### config.mk
export PLATFORM = sky130hd
export DESIGN_NAME = dsp_sat_acc
export DESIGN_NICKNAME = d
export VERILOG_FILES = /design/src/rtl/dsp_acc_pkg.sv /design/src/rtl/acc_addsub.sv /design/src/rtl/acc_clamp.sv /design/src/rtl/acc_round.sv /design/src/rtl/dsp_sat_acc.sv
export SDC_FILE = /design/constraint.sdc
export NUM_CORES = 1
export LEC_CHECK = 0
export CAP_MARGIN = 20
export CORE_MARGIN = 2
export CORE_UTILIZATION = 71
export DETAILED_ROUTE_END_ITERATION = 7
export DONT_BUFFER_PORTS = 1
export PLACE_DENSITY = 0.87
export REMOVE_ABC_BUFFERS = 1
export SKIP_CTS_REPAIR_TIMING = 1
export SLEW_MARGIN = 10
export SYNTH_ARGS = -nofsm -noshare
export SYNTH_HDL_FRONTEND = slang
export SYNTH_SLANG_ARGS = --single-unit
export TNS_END_PERCENT = 30
### constraint.sdc
create_clock -name clk -period 9.9 [get_ports clk]
set_input_delay 1.98 -clock clk [delete_from_list [all_inputs] [get_ports clk]]
set_output_delay 1.98 -clock clk [all_outputs]
set_load 0.01 [all_outputs]
### src/rtl/dsp_acc_pkg.sv
package dsp_acc_pkg;
  typedef enum logic [1:0] {
    CLAMP_NONE   = 2'd0,
    CLAMP_NARROW = 2'd1,
    CLAMP_WIDE   = 2'd2
  } clamp_mode_e;

  function automatic clamp_mode_e decode_mode(input logic en, input logic wide);
    if (!en)       return CLAMP_NONE;
    else if (wide) return CLAMP_WIDE;
    else           return CLAMP_NARROW;
  endfunction
endpackage

### src/rtl/acc_addsub.sv
module acc_addsub #(
  parameter int ACC_W = 40,
  parameter int OP_W  = 32
) (
  input  logic [ACC_W-1:0] acc,
  input  logic [OP_W-1:0]  op,
  input  logic             sub,
  output logic [ACC_W:0]   sum
);
  localparam int EXT = ACC_W + 1 - OP_W;

  logic [ACC_W:0] op_ext;
  logic [ACC_W:0] acc_ext;

  always_comb begin
    op_ext  = {{EXT{op[OP_W-1]}}, op};
    acc_ext = {acc[ACC_W-1], acc};
    if (sub) sum = acc_ext - op_ext;
    else     sum = acc_ext + op_ext;
  end
endmodule

### src/rtl/acc_clamp.sv
module acc_clamp
  import dsp_acc_pkg::*;
#(
  parameter int ACC_W = 40,
  parameter int OP_W  = 32
) (
  input  logic [ACC_W:0]   sum,
  input  clamp_mode_e      mode,
  output logic [ACC_W-1:0] res,
  output logic             hit
);
  localparam int TOPN = ACC_W - OP_W + 2;
  localparam int GRD  = ACC_W - OP_W + 1;

  localparam logic [ACC_W-1:0] NAR_MAX = {{GRD{1'b0}}, {(OP_W-1){1'b1}}};
  localparam logic [ACC_W-1:0] NAR_MIN = {{GRD{1'b1}}, {(OP_W-1){1'b0}}};
  localparam logic [ACC_W-1:0] WID_MAX = {1'b0, {(ACC_W-1){1'b1}}};
  localparam logic [ACC_W-1:0] WID_MIN = {1'b1, {(ACC_W-1){1'b0}}};

  logic [TOPN-1:0] top_bits;
  logic            nar_fit;
  logic            wid_fit;
  logic            neg;

  always_comb begin
    top_bits = sum[ACC_W:OP_W-1];
    nar_fit  = (&top_bits) || (~|top_bits);
    wid_fit  = (sum[ACC_W] == sum[ACC_W-1]);
    neg      = sum[ACC_W];
    res      = sum[ACC_W-1:0];
    hit      = 1'b0;
    unique case (mode)
      CLAMP_NARROW: if (!nar_fit) begin
        hit = 1'b1;
        res = neg ? NAR_MIN : NAR_MAX;
      end
      CLAMP_WIDE: if (!wid_fit) begin
        hit = 1'b1;
        res = neg ? WID_MIN : WID_MAX;
      end
      default: ;
    endcase
  end
endmodule

### src/rtl/acc_round.sv
module acc_round #(
  parameter int ACC_W = 40,
  parameter int OP_W  = 32,
  parameter int OUT_W = 16
) (
  input  logic [ACC_W-1:0] acc,
  output logic [OUT_W-1:0] rnd
);
  localparam int LO = OP_W - OUT_W;
  localparam logic [LO-1:0]    HALF = {1'b1, {(LO-1){1'b0}}};
  localparam logic [OUT_W-1:0] PMAX = {1'b0, {(OUT_W-1){1'b1}}};

  logic [OUT_W-1:0] hi;
  logic [LO-1:0]    frac;
  logic             inc;

  always_comb begin
    hi   = acc[OP_W-1:LO];
    frac = acc[LO-1:0];
    inc  = (frac > HALF) || ((frac == HALF) && hi[0]);
    if (inc && (hi == PMAX)) rnd = PMAX;
    else                     rnd = hi + {{(OUT_W-1){1'b0}}, inc};
  end
endmodule

### src/rtl/dsp_sat_acc.sv
module dsp_sat_acc
  import dsp_acc_pkg::*;
#(
  parameter int ACC_W = 40,
  parameter int OP_W  = 32,
  parameter int OUT_W = 16
) (
  input  logic             clk,
  input  logic             rst_n,
  input  logic             in_valid,
  output logic             in_ready,
  input  logic [OP_W-1:0]  op_data,
  input  logic             op_sub,
  input  logic             sat_en,
  input  logic             sat_wide,
  input  logic             acc_clr,
  input  logic             flag_clr,
  output logic [ACC_W-1:0] acc_q,
  output logic [OUT_W-1:0] rnd_q,
  output logic             sat_flag,
  output logic             acc_ovf
);
  localparam int TOPN = ACC_W - OP_W + 1;

  logic [ACC_W:0]   sum;
  logic [ACC_W-1:0] next_acc;
  logic             clamp_hit;
  clamp_mode_e      mode;
  logic             take;

  assign in_ready = 1'b1;
  assign mode     = decode_mode(sat_en, sat_wide);
  assign take     = in_valid && !acc_clr;

  acc_addsub #(.ACC_W(ACC_W), .OP_W(OP_W)) addsub_i (
    .acc (acc_q),
    .op  (op_data),
    .sub (op_sub),
    .sum (sum)
  );

  acc_clamp #(.ACC_W(ACC_W), .OP_W(OP_W)) clamp_i (
    .sum  (sum),
    .mode (mode),
    .res  (next_acc),
    .hit  (clamp_hit)
  );

  acc_round #(.ACC_W(ACC_W), .OP_W(OP_W), .OUT_W(OUT_W)) round_i (
    .acc (acc_q),
    .rnd (rnd_q)
  );

  always_ff @(posedge clk or negedge rst_n) begin
    if (!rst_n)       acc_q <= '0;
    else if (acc_clr) acc_q <= '0;
    else if (take)    acc_q <= next_acc;
  end

  always_ff @(posedge clk or negedge rst_n) begin
    if (!rst_n)                  sat_flag <= 1'b0;
    else if (take && clamp_hit)  sat_flag <= 1'b1;
    else if (flag_clr)           sat_flag <= 1'b0;
  end

  logic [TOPN-1:0] top_bits;
  assign top_bits = acc_q[ACC_W-1:OP_W-1];
  assign acc_ovf  = !((&top_bits) || (~|top_bits));
endmodule

==> impl_metrics.yaml, run 1 <==
floorplanning:
  start_util_pct: 73.44
  fp-row-count: 31
  dieArea_um2: 8253
  io_pins: 99
  die_w_um: 90.85
  die_y_um: 90.85
  core_um2: 7292
worst_setup_path:
  worst_r2r_endpoint: "acc_q[9]"
  cpPeakStageDelay_ns: 0.71
  critPathMostFrequentCell: "a21oi_1"
  r2r_start: "acc_q[22]"
  endpoint: "acc_q[9]"
  cp-start-kind: "input pin"
  required_ns: 10.15
  r2r_setup_slack_ns: 5.06
  crit_family: "simple AND/OR/NAND/NOR gates"
  rr_worst_depth: 19
  crit_cells: 27
  path_class: "in2reg"
  cp-end-kind: "flop"
  critical_path_buf_inv_count: 2
  critPathArrivalTime_ns: 8.45
  slowest_stage: "nor4_1"
  crit_path_start: "op_data[10]"
  cp_max_fo: 30
place:
  place.gp.congestion: 1.020
  portBuffers: 0
  dp_hpwl_mm: 11.93
  placedCellCount: 753
  place_area_um2: 5343
yosys:
  synth.avg_cell_area_um2: 7.852
  synth_edf_count: 0
  synth_area_leaders: "dfrtp_1 19%, ha_1 11%, xnor2_1 8.8%"
  synth_warnings: 0
  syn_inst: 682
  synth_cell_types: 68
  ys.flop_type: "dfrtp_1"
  synth-seq-cells: 41
  synth.top_cell.area_share_pct: 19.16
  synth_area_leader_cell: "dfrtp_1"
  yosysSeqAreaShare_pct: 19.16
  synthArstFlopShare_pct: 100.0
  syn_area_um2: 5355
cells_and_area:
  postLayoutCellArea_um2: 5477
  seqCellArea_um2: 1026
  finalNetCount: 747
  areaGrowthSynthToFinish_pct: 2.266
  num-fill-cells: 590
  num_antenna_cells: 0
  multi_input_area_um2: 4058
  drive_above_1_share_pct: 5.740
  fin_cells: 761
detailed_routing:
  wire_per_inst_um: 20.43
  num_vias: 5370
  via_per_inst: 7.057
  wl_mm: 15.55
  drtPass1Iterations: 5
  drc: 0
  antenna_left: 0
  first_iter_violations: 355
cts:
  cts_tree: "done"
  clk_pin_slew_ns: 0.09
  cts.sinks: 41
  clk_path_buf_depth: 2
  numCtsBuffers: 5
  clk_latency_ns: 0.31
  root_buffer: "clkbuf_8"
  htreeDepth: 2
sta:
  slew_violations: 0
  max_slew_margin_pct: 38.23
  min_period_ns: 8.198
  clock_skew_ns: 0.005828
  finalHoldViolCount: 0
  min_period_over_period_pct: 82.80
  rsz0062_at_grt: "no"
  final-setup-viol-count: 0
  timing.fmax_mhz: 122.0
  worst_pin_slew_ns: 0.9181
  tns_ns: 0
grt:
  gr-usage-met2_pct: 62.44
  grtUsageTotal_pct: 37.06
  overflow: 0
  grt_pass1_vias: 5176
  grt_antenna_before_repair: 0
  grt_pass1_wl_mm: 24.62
  top_usage_layer: "met2"
  grt_util_met1_pct: 44.74
  use_met3_pct: 8.180
  grt_max_degree: 42
power_and_ir_drop:
  power_density_nw_per_um2: 294.9
  peakVddDrop_mv: 0.1740
  power.leakage_uw: 0.002340
min_path:
  hold_path.class: "reg2reg"
run_status:
  status: "finished clean"
run:
  maxCapViolCount: 0
## flip-flops by register name (all words and copies together), names as in the netlist
| register | cells |
|---|---|
| sat_flag | 1 |
| acc_q | 40 |
## synthesized netlist by cell type, types with 4 or more instances
| cell | n |
|---|---|
| o21ai_0 | 29 |
| buf_4 | 7 |
| inv_1 | 27 |
| a211oi_1 | 7 |
| and4_1 | 4 |
| and2_1 | 8 |
| o211ai_1 | 9 |
| o21ai_1 | 4 |
| nand4_1 | 18 |
| nand2_1 | 65 |
| nor2_1 | 55 |
| ha_1 | 45 |
| nand3_1 | 9 |
| a221o_1 | 29 |
| nor3_2 | 5 |
| o21a_1 | 4 |
| a31oi_1 | 6 |
| xnor2_1 | 54 |
| a22o_1 | 11 |
| a21o_1 | 10 |
| dfrtp_1 | 41 |
| nor3_1 | 17 |
| nor2b_1 | 6 |
| nand2b_1 | 13 |
| and3_1 | 6 |
| nor4_1 | 11 |
| buf_2 | 6 |
| xor2_1 | 19 |
| o21bai_1 | 9 |
| a21oi_1 | 79 |
| clkbuf_1 | 17 |
## final cells by class
| cell class | instances | area share [%] |
|---|---|---|
| Clock inverter | 3 | 1.188 |
| Multi-Input combinational cell | 581 | 74.09 |
| Sequential cell | 41 | 18.73 |
| Timing Repair Buffer | 4 | 0.5483 |
| Tap cell | 99 | 2.262 |
| Clock buffer | 5 | 1.257 |
| Inverter | 28 | 1.919 |
## routing by layer
metal  vias up  wire (um)
li1       2483          -
met1      2523       6324
met2       294       7134
met3        70       1415
met4         0        675
met5         -          0
## worst min-delay path by stage
stage	startpoint	endpoint	slack (ns)	cells after the start
floorplan	sat_flag	sat_flag	0.56	2
global placement	sat_flag	sat_flag	0.59	2
detailed placement	sat_flag	sat_flag	0.58	2
CTS	sat_flag	sat_flag	0.60	2
global route	sat_flag	sat_flag	0.62	2
finish	sat_flag	sat_flag	0.60	2
## tightest hold or removal path: cells and delay by family (launching register included)
| kind | cells | cell delay [ns] |
|---|---|---|
| AOI/OAI and AO/OA | 1 | 0.07 |
| buffers and inverters | 1 | 0.06 |
| DFF | 1 | 0.43 |
## cells in the final DEF (no fill, tap or decap), types with 7 or more instances in the layout
cell and instances:
inv_1 27, nand3_1 9, ha_1 45, dfrtp_1 41, a221o_1 29, nand4_1 18
o211ai_1 9, nor2_1 54, o21ai_0 29, nand2_1 65, and2_1 8, a21oi_1 79
o21bai_1 9, nor4_1 11, nor3_1 17, a211oi_1 7, xor2_1 19, a22o_1 11
nand2b_1 13, a21o_1 10, xnor2_1 54
## where the power goes
part / switching [uW] / total, uW / internal (uW)
clock network: 70.0 / 170 / 100
registers: 149 / 379 / 230
logic: 633 / 1070 / 433
total: 852 / 1620 / 763
## through the flow
stage / hold slack [ns] / util (%) / total power [uW] / worst slack, ns
final: 0.6038 / 75.10 / 1615 / 1.702
after floorplan: 0.5630 / - / 1172 / 2.134
after detailed placement: 0.5815 / 73.27 / 1414 / 1.498
after global placement: 0.5853 / 73.27 / 1386 / 1.680
after CTS: 0.5993 / 75.10 / 1588 / 1.776
after global routing: 0.6183 / 75.10 / 1725 / 1.235
## logic make-up (layout without fill, tap and decap cells)
group | Yosys count | after routing | share of synthesized area (%)
other | 1 | 1 | 0.07003
buffers and inverters | 60 | 40 | 5.117
adders and majority gates | 46 | 46 | 10.89
xor gates and xnor gates | 76 | 76 | 13.06
muxes | 3 | 3 | 0.5608
AOI/OAI and AO/OA | 221 | 221 | 28.86
DFF | 41 | 41 | 19.16
and+or+nand+nor | 234 | 234 | 22.29
No activity file was read; power rests on OpenSTA's default activity.
==> inputs of run 2 (changes only) <==
Settings changed: CORE_UTILIZATION 71 to 60, PLACE_DENSITY 0.87 to 0.79.
Clock period 9.9 ns to 6.7 ns, I/O delays scaled along.
==> run 2 against run 1 <==
  * Die area up 18%
  * Setup slack worse by 1.6 ns
  * Cell count up 10%
  * Core utilization down 2.7 points
  * Clock-buffer cell count unchanged
  * First-iteration DRC count up 13%
  * Critical path type unchanged
==> impl_metrics.yaml, run 2 (synthesis gave the netlist of run 1 again) <==
worst_setup_path:
  cpPeakStageDelay_ns: 0.55
  cp-start-kind: "input pin"
  rr_worst_depth: 19
  worst_r2r_endpoint: "acc_q[13]"
  r2r_setup_slack_ns: 2.11
  endpoint: "acc_q[13]"
  crit_path_start: "op_data[10]"
  slowest_stage: "or4b_4"
  path_class: "in2reg"
  cp-end-kind: "flop"
  r2r_start: "acc_q[0]"
  critPathArrivalTime_ns: 6.82
  critPathMostFrequentCell: "nor3_4"
  required_ns: 6.89
  cp_max_fo: 13
sta:
  final-setup-viol-count: 0
  rsz0062_at_grt: "yes"
  min_period_over_period_pct: 99.03
  finalHoldViolCount: 0
  clock_skew_ns: 0.004843
  min_period_ns: 6.635
  slew_violations: 0
  timing.fmax_mhz: 150.7
  max_slew_margin_pct: 56.14
  worst_pin_slew_ns: 0.6494
cts:
  root_buffer: "clkbuf_8"
  cts.sinks: 41
  clk_latency_ns: 0.30
  clk_pin_slew_ns: 0.10
  clk_path_buf_depth: 2
  htreeDepth: 2
  numCtsBuffers: 5
  cts_tree: "done"
detailed_routing:
  wire_per_inst_um: 20.23
  first_iter_violations: 402
  wl_mm: 16.95
  antenna_left: 0
  drtPass1Iterations: 7
  drc: 0
  via_per_inst: 6.735
  num_vias: 5644
power_and_ir_drop:
  power.leakage_uw: 0.002726
  finalPower_uw: 2645
  peakVddDrop_mv: 0.2181
  power_density_nw_per_um2: 420.9
cells_and_area:
  largest_reg_flops: 40
  reg_top3: "acc_q (40), sat_flag (1)"
  num-fill-cells: 704
  layout_common_cells: "65 x a21oi_1, 63 x nand2_1, 62 x buf_4"
  num_antenna_cells: 0
  final_common_cell: "a21oi_1"
  finalNetCount: 815
  regMostFlops: "acc_q"
  postLayoutCellArea_um2: 6284
  drive_above_1_share_pct: 19.04
  areaGrowthSynthToFinish_pct: 17.34
grt:
  grt_max_degree: 42
  grt_pass1_vias: 5312
  grt_pass1_wl_mm: 25.48
  grt_antenna_before_repair: 0
  overflow: 0
  grtUsageTotal_pct: 32.01
floorplanning:
  dieArea_um2: 9697
  fp-row-count: 34
  die_y_um: 98.48
  io_pins: 99
  die_w_um: 98.48
  start_util_pct: 61.71
  core_um2: 8678
run:
  maxCapViolCount: 0
place:
  place.gp.congestion: 0.9592
  place_area_um2: 5784
  dp_hpwl_mm: 12.65
  portBuffers: 0
min_path:
  hold_path.class: "reg2reg"
run_status:
  status: "finished clean"
run 2: cell types whose count changed in the layout (fill, tap and decap cells not counted), moves of 3 or more:
cell and delta:
a21oi_2 +14, nor3_4 +4, clkbuf_16 +4, a21oi_1 -14, buf_4 +58, buf_6 +3
clkinvlp_4 +3, nor4_1 -3, buf_12 +3, o21ai_0 -3
run 2: where the power goes:
part | leakage [uW] | internal (uW) | switching (uW)
clock | 0.0000364 | 73.4 | 105
sequential | 0.000542 | 340 | 224
combinational | 0.00215 | 867 | 1040
total | 0.00273 | 1280 | 1360
run 2: per-layer routing:
metal  global-route usage, %  wire [um]  up-vias
li1                        -          -     2622
met1                   39.30       6688     2687
met2                   57.14       8329      303
met3                   6.383       1541       32
met4                   8.957        389        0
met5                       0          0        -
run 2: worst min path at each step:
stage | slack [ns] | startpoint | depth (start not counted) | endpoint
2_1_floorplan | 0.56 | sat_flag | 2 | sat_flag
3_3_place_gp | 0.58 | sat_flag | 2 | sat_flag
3_5_place_dp | 0.60 | sat_flag | 2 | sat_flag
4_1_cts | 0.61 | sat_flag | 2 | sat_flag
5_1_grt | 0.64 | sat_flag | 2 | sat_flag
6_report | 0.61 | sat_flag | 2 | sat_flag
run 2: area by class of cell:
type	count	area, um2	area share, %
tap	108	135.1	2.151
clock inverter	3	22.52	0.3584
inverter	28	105.1	1.673
sequential	41	1026	16.33
timing repair buffer	72	659.4	10.49
clock buffer	5	68.82	1.095
multi-input combinational	581	4267	67.90
run 2: worst max-delay path, delay by kind of cell:
| family | cells | cell delay, ns |
|---|---|---|
| fa+ha+maj | 2 | 0.52 |
| xor+xnor | 2 | 0.32 |
| buf+inv | 3 | 0.49 |
| simple gates | 11 | 2.52 |
| compound gates | 9 | 1.62 |
run 2: through the flow:
step	worst slack, ns	instances	TNS [ns]	hold WS, ns	utilization (%)
6_report	0.06486	838	0	0.6081	72.40
5_1_grt	-0.1649	838	-4.440	0.6357	72.40
4_1_cts	-0.04316	824	-0.7219	0.6117	67.70
3_5_place_dp	-0.3295	816	-10.02	0.5955	66.65
3_3_place_gp	-0.07456	816	-2.145	0.5793	66.65
2_1_floorplan	-0.4257	650	-12.38	0.5630	-
==> inputs of run 3 (changes only) <==
Settings changed: ABC_AREA from default to 1.
==> run 3 against run 2 <==
  * Die area is 29% higher
  * Critical endpoint is now acc_q[0]
  * Largest cell class unchanged
  * Sequential cell count stayed put
  * Largest power group unchanged
  * Highest routed layer unchanged
  * Cell area is 15% higher
==> impl_metrics.yaml, run 3 <==
cells_and_area:
  num_antenna_cells: 0
  seqCellArea_um2: 1026
  reg_top3: "acc_q (40), sat_flag (1)"
  final_common_cell: "nand2_1"
  finalNetCount: 1299
  drive_above_1_share_pct: 6.919
  fin_cells: 1357
  regMostFlops: "acc_q"
  layout_common_cells: "449 x nand2_1, 142 x inv_1, 127 x nor2_1"
  multi_input_area_um2: 5225
  num-fill-cells: 1153
  utilization_pct: 63.45
  largest_reg_flops: 40
  areaGrowthSynthToFinish_pct: 3.482
worst_setup_path:
  cp_max_fo: 32
  critPathMostFrequentCell: "nand2_1"
  path_class: "in2reg"
  crit_path_start: "op_data[1]"
  worst_r2r_endpoint: "acc_q[0]"
  r2r_start: "acc_q[0]"
  cp-start-kind: "input pin"
  cp-end-kind: "flop"
  r2r_setup_slack_ns: 2.96
  cpPeakStageDelay_ns: 0.34
  critPathArrivalTime_ns: 6.34
  slowest_stage: "or3_1"
  rr_worst_depth: 25
  required_ns: 6.90
yosys:
  ys.flop_type: "dfrtp_1"
  synth_cell_types: 45
  yosys.area_share.simple_pct: 46.70
  synth.most_common_cell: "nand2_1"
  synth.top_cell.area_share_pct: 24.17
  synthArstFlopShare_pct: 100.0
  synth_warnings: 0
  synth-compound-area-share_pct: 11.15
  synth_mux_area_share_pct: 0
  syn_inst: 1226
  synth_area_leader_cell: "nand2_1"
  yosys-top-cells-count: "449 x nand2_1, 142 x inv_1, 128 x nor2_1, 65 x nand3_1, 56 x a21oi_1"
  syn_area_um2: 6972
  synth_top_family_by_area: "simple AND/OR/NAND/NOR gates"
  synth-seq-cells: 41
  synth_edf_count: 0
  synth-xor-area-share_pct: 8.650
  synth.avg_cell_area_um2: 5.687
  synthAdderAreaFrac_pct: 8.363
  yosysSeqAreaShare_pct: 14.72
  synth_area_leaders: "nand2_1 24%, dfrtp_1 15%, ha_1 8.1%"
floorplanning:
  io_pins: 99
  die_w_um: 111.8
  core_um2: 11370
  fp-row-count: 39
  start_util_pct: 61.32
  dieArea_um2: 12500
  die_y_um: 111.8
cts:
  clk_path_buf_depth: 2
  cts.sinks: 41
  clk_pin_slew_ns: 0.06
  htreeDepth: 2
  cts_tree: "done"
  numCtsBuffers: 5
  clk_latency_ns: 0.31
  root_buffer: "clkbuf_16"
power_and_ir_drop:
  power.leakage_uw: 0.003899
  peakVddDrop_mv: 0.1654
  power_density_nw_per_um2: 245.3
place:
  portBuffers: 0
  place.gp.congestion: 1.016
  placedCellCount: 1349
  dp_hpwl_mm: 16.50
sta:
  rsz0062_at_grt: "no"
  min_period_over_period_pct: 91.68
  tns_ns: 0
  timing.fmax_mhz: 162.8
  finalHoldViolCount: 0
  final-setup-viol-count: 0
  min_period_ns: 6.143
  slew_violations: 0
  worst_pin_slew_ns: 0.8945
  max_slew_margin_pct: 39.82
  clock_skew_ns: 0.01542
  hold_slack_ns: 0.5837
detailed_routing:
  first_iter_violations: 653
  drtPass1Iterations: 6
  wl_mm: 20.94
  drc: 0
  wire_per_inst_um: 15.43
  num_vias: 7536
  via_per_inst: 5.553
  antenna_left: 0
run_status:
  status: "finished clean"
grt:
  grt_max_degree: 42
  overflow: 0
  grt_pass1_vias: 7010
  grt_pass1_wl_mm: 34.30
  grt_antenna_before_repair: 0
  grtUsageTotal_pct: 33.81
min_path:
  hold_path.class: "reg2reg"
  min_from: "sat_flag"
  min_delay_path_depth: 2
  min_to: "sat_flag"
run:
  maxCapViolCount: 0
## run 3: cell types whose count changed after synthesis, moves of 23 or more
cell / previous run / this run
nor2_1: 55 / 128
a21oi_1: 79 / 56
nand3_1: 9 / 65
nand2_1: 65 / 449
xor2_1: 19 / 53
inv_1: 27 / 142
a221o_1: 29 / 0
xnor2_1: 54 / 14
## run 3: cell type report
class                           count  share of cell area, %
Tap cell                          143                  2.480
Inverter                          147                  7.822
Timing Repair Buffer                7                  1.075
Clock inverter                      3                 0.2428
Clock buffer                        5                  1.734
Sequential cell                    41                  14.22
Multi-Input combinational cell   1011                  72.42
## run 3: kinds of logic (layout without fill, tap and decap cells)
logic type               count (synthesis)  count (layout)
buffers and inverters                  174             162
adder cells (fa/ha/maj)                 46              46
other                                    1               1
flip-flops                              41              41
AO/OA/AOI/OAI                          136             136
XOR/XNOR                                68              68
AND/OR/NAND/NOR                        760             760
## run 3: routing by layer
metal,global-route usage (%),vias to the layer above,routed length [um]
met1,46.19,3326,9243
met2,54.99,315,9345
met4,9.794,0,456
met3,5.879,28,1895
met5,0,-,0
li1,-,3867,-
## run 3: through the flow
stage | power [uW] | setup WS [ns] | area, um2
CTS | 1752 | 0.6367 | 7214
detailed placement | 1490 | 0.3317 | 7072
global placement | 1484 | 0.4108 | 7072
floorplan | 1227 | 1.010 | 6813
finish | 1769 | 0.5572 | 7214
global route | 1924 | 0.02505 | 7214
## run 3: power breakdown
part / total [uW] / internal, uW / switching, uW
registers: 403 / 292 / 111
clock network: 259 / 137 / 121
logic: 1110 / 373 / 735
## run 3: how the worst max path moves through the flow
| stage | endpoint | slack [ns] | depth (start not counted) |
|---|---|---|---|
| CTS | acc_q[0] | 0.64 | 33 |
| detailed placement | acc_q[0] | 0.33 | 33 |
| global placement | acc_q[0] | 0.41 | 33 |
| global route | acc_q[0] | 0.03 | 35 |
| floorplan | acc_q[16] | 1.01 | 29 |
| finish | acc_q[0] | 0.56 | 33 |
## run 3: critical path: cells and delay by family
| kind | cells | cell delay [ns] |
|---|---|---|
| xor+xnor | 1 | 0.15 |
| buf+inv | 3 | 0.21 |
| fa+ha+maj | 2 | 0.50 |
| simple gates | 22 | 3.00 |
| compound gates | 5 | 1.16 |
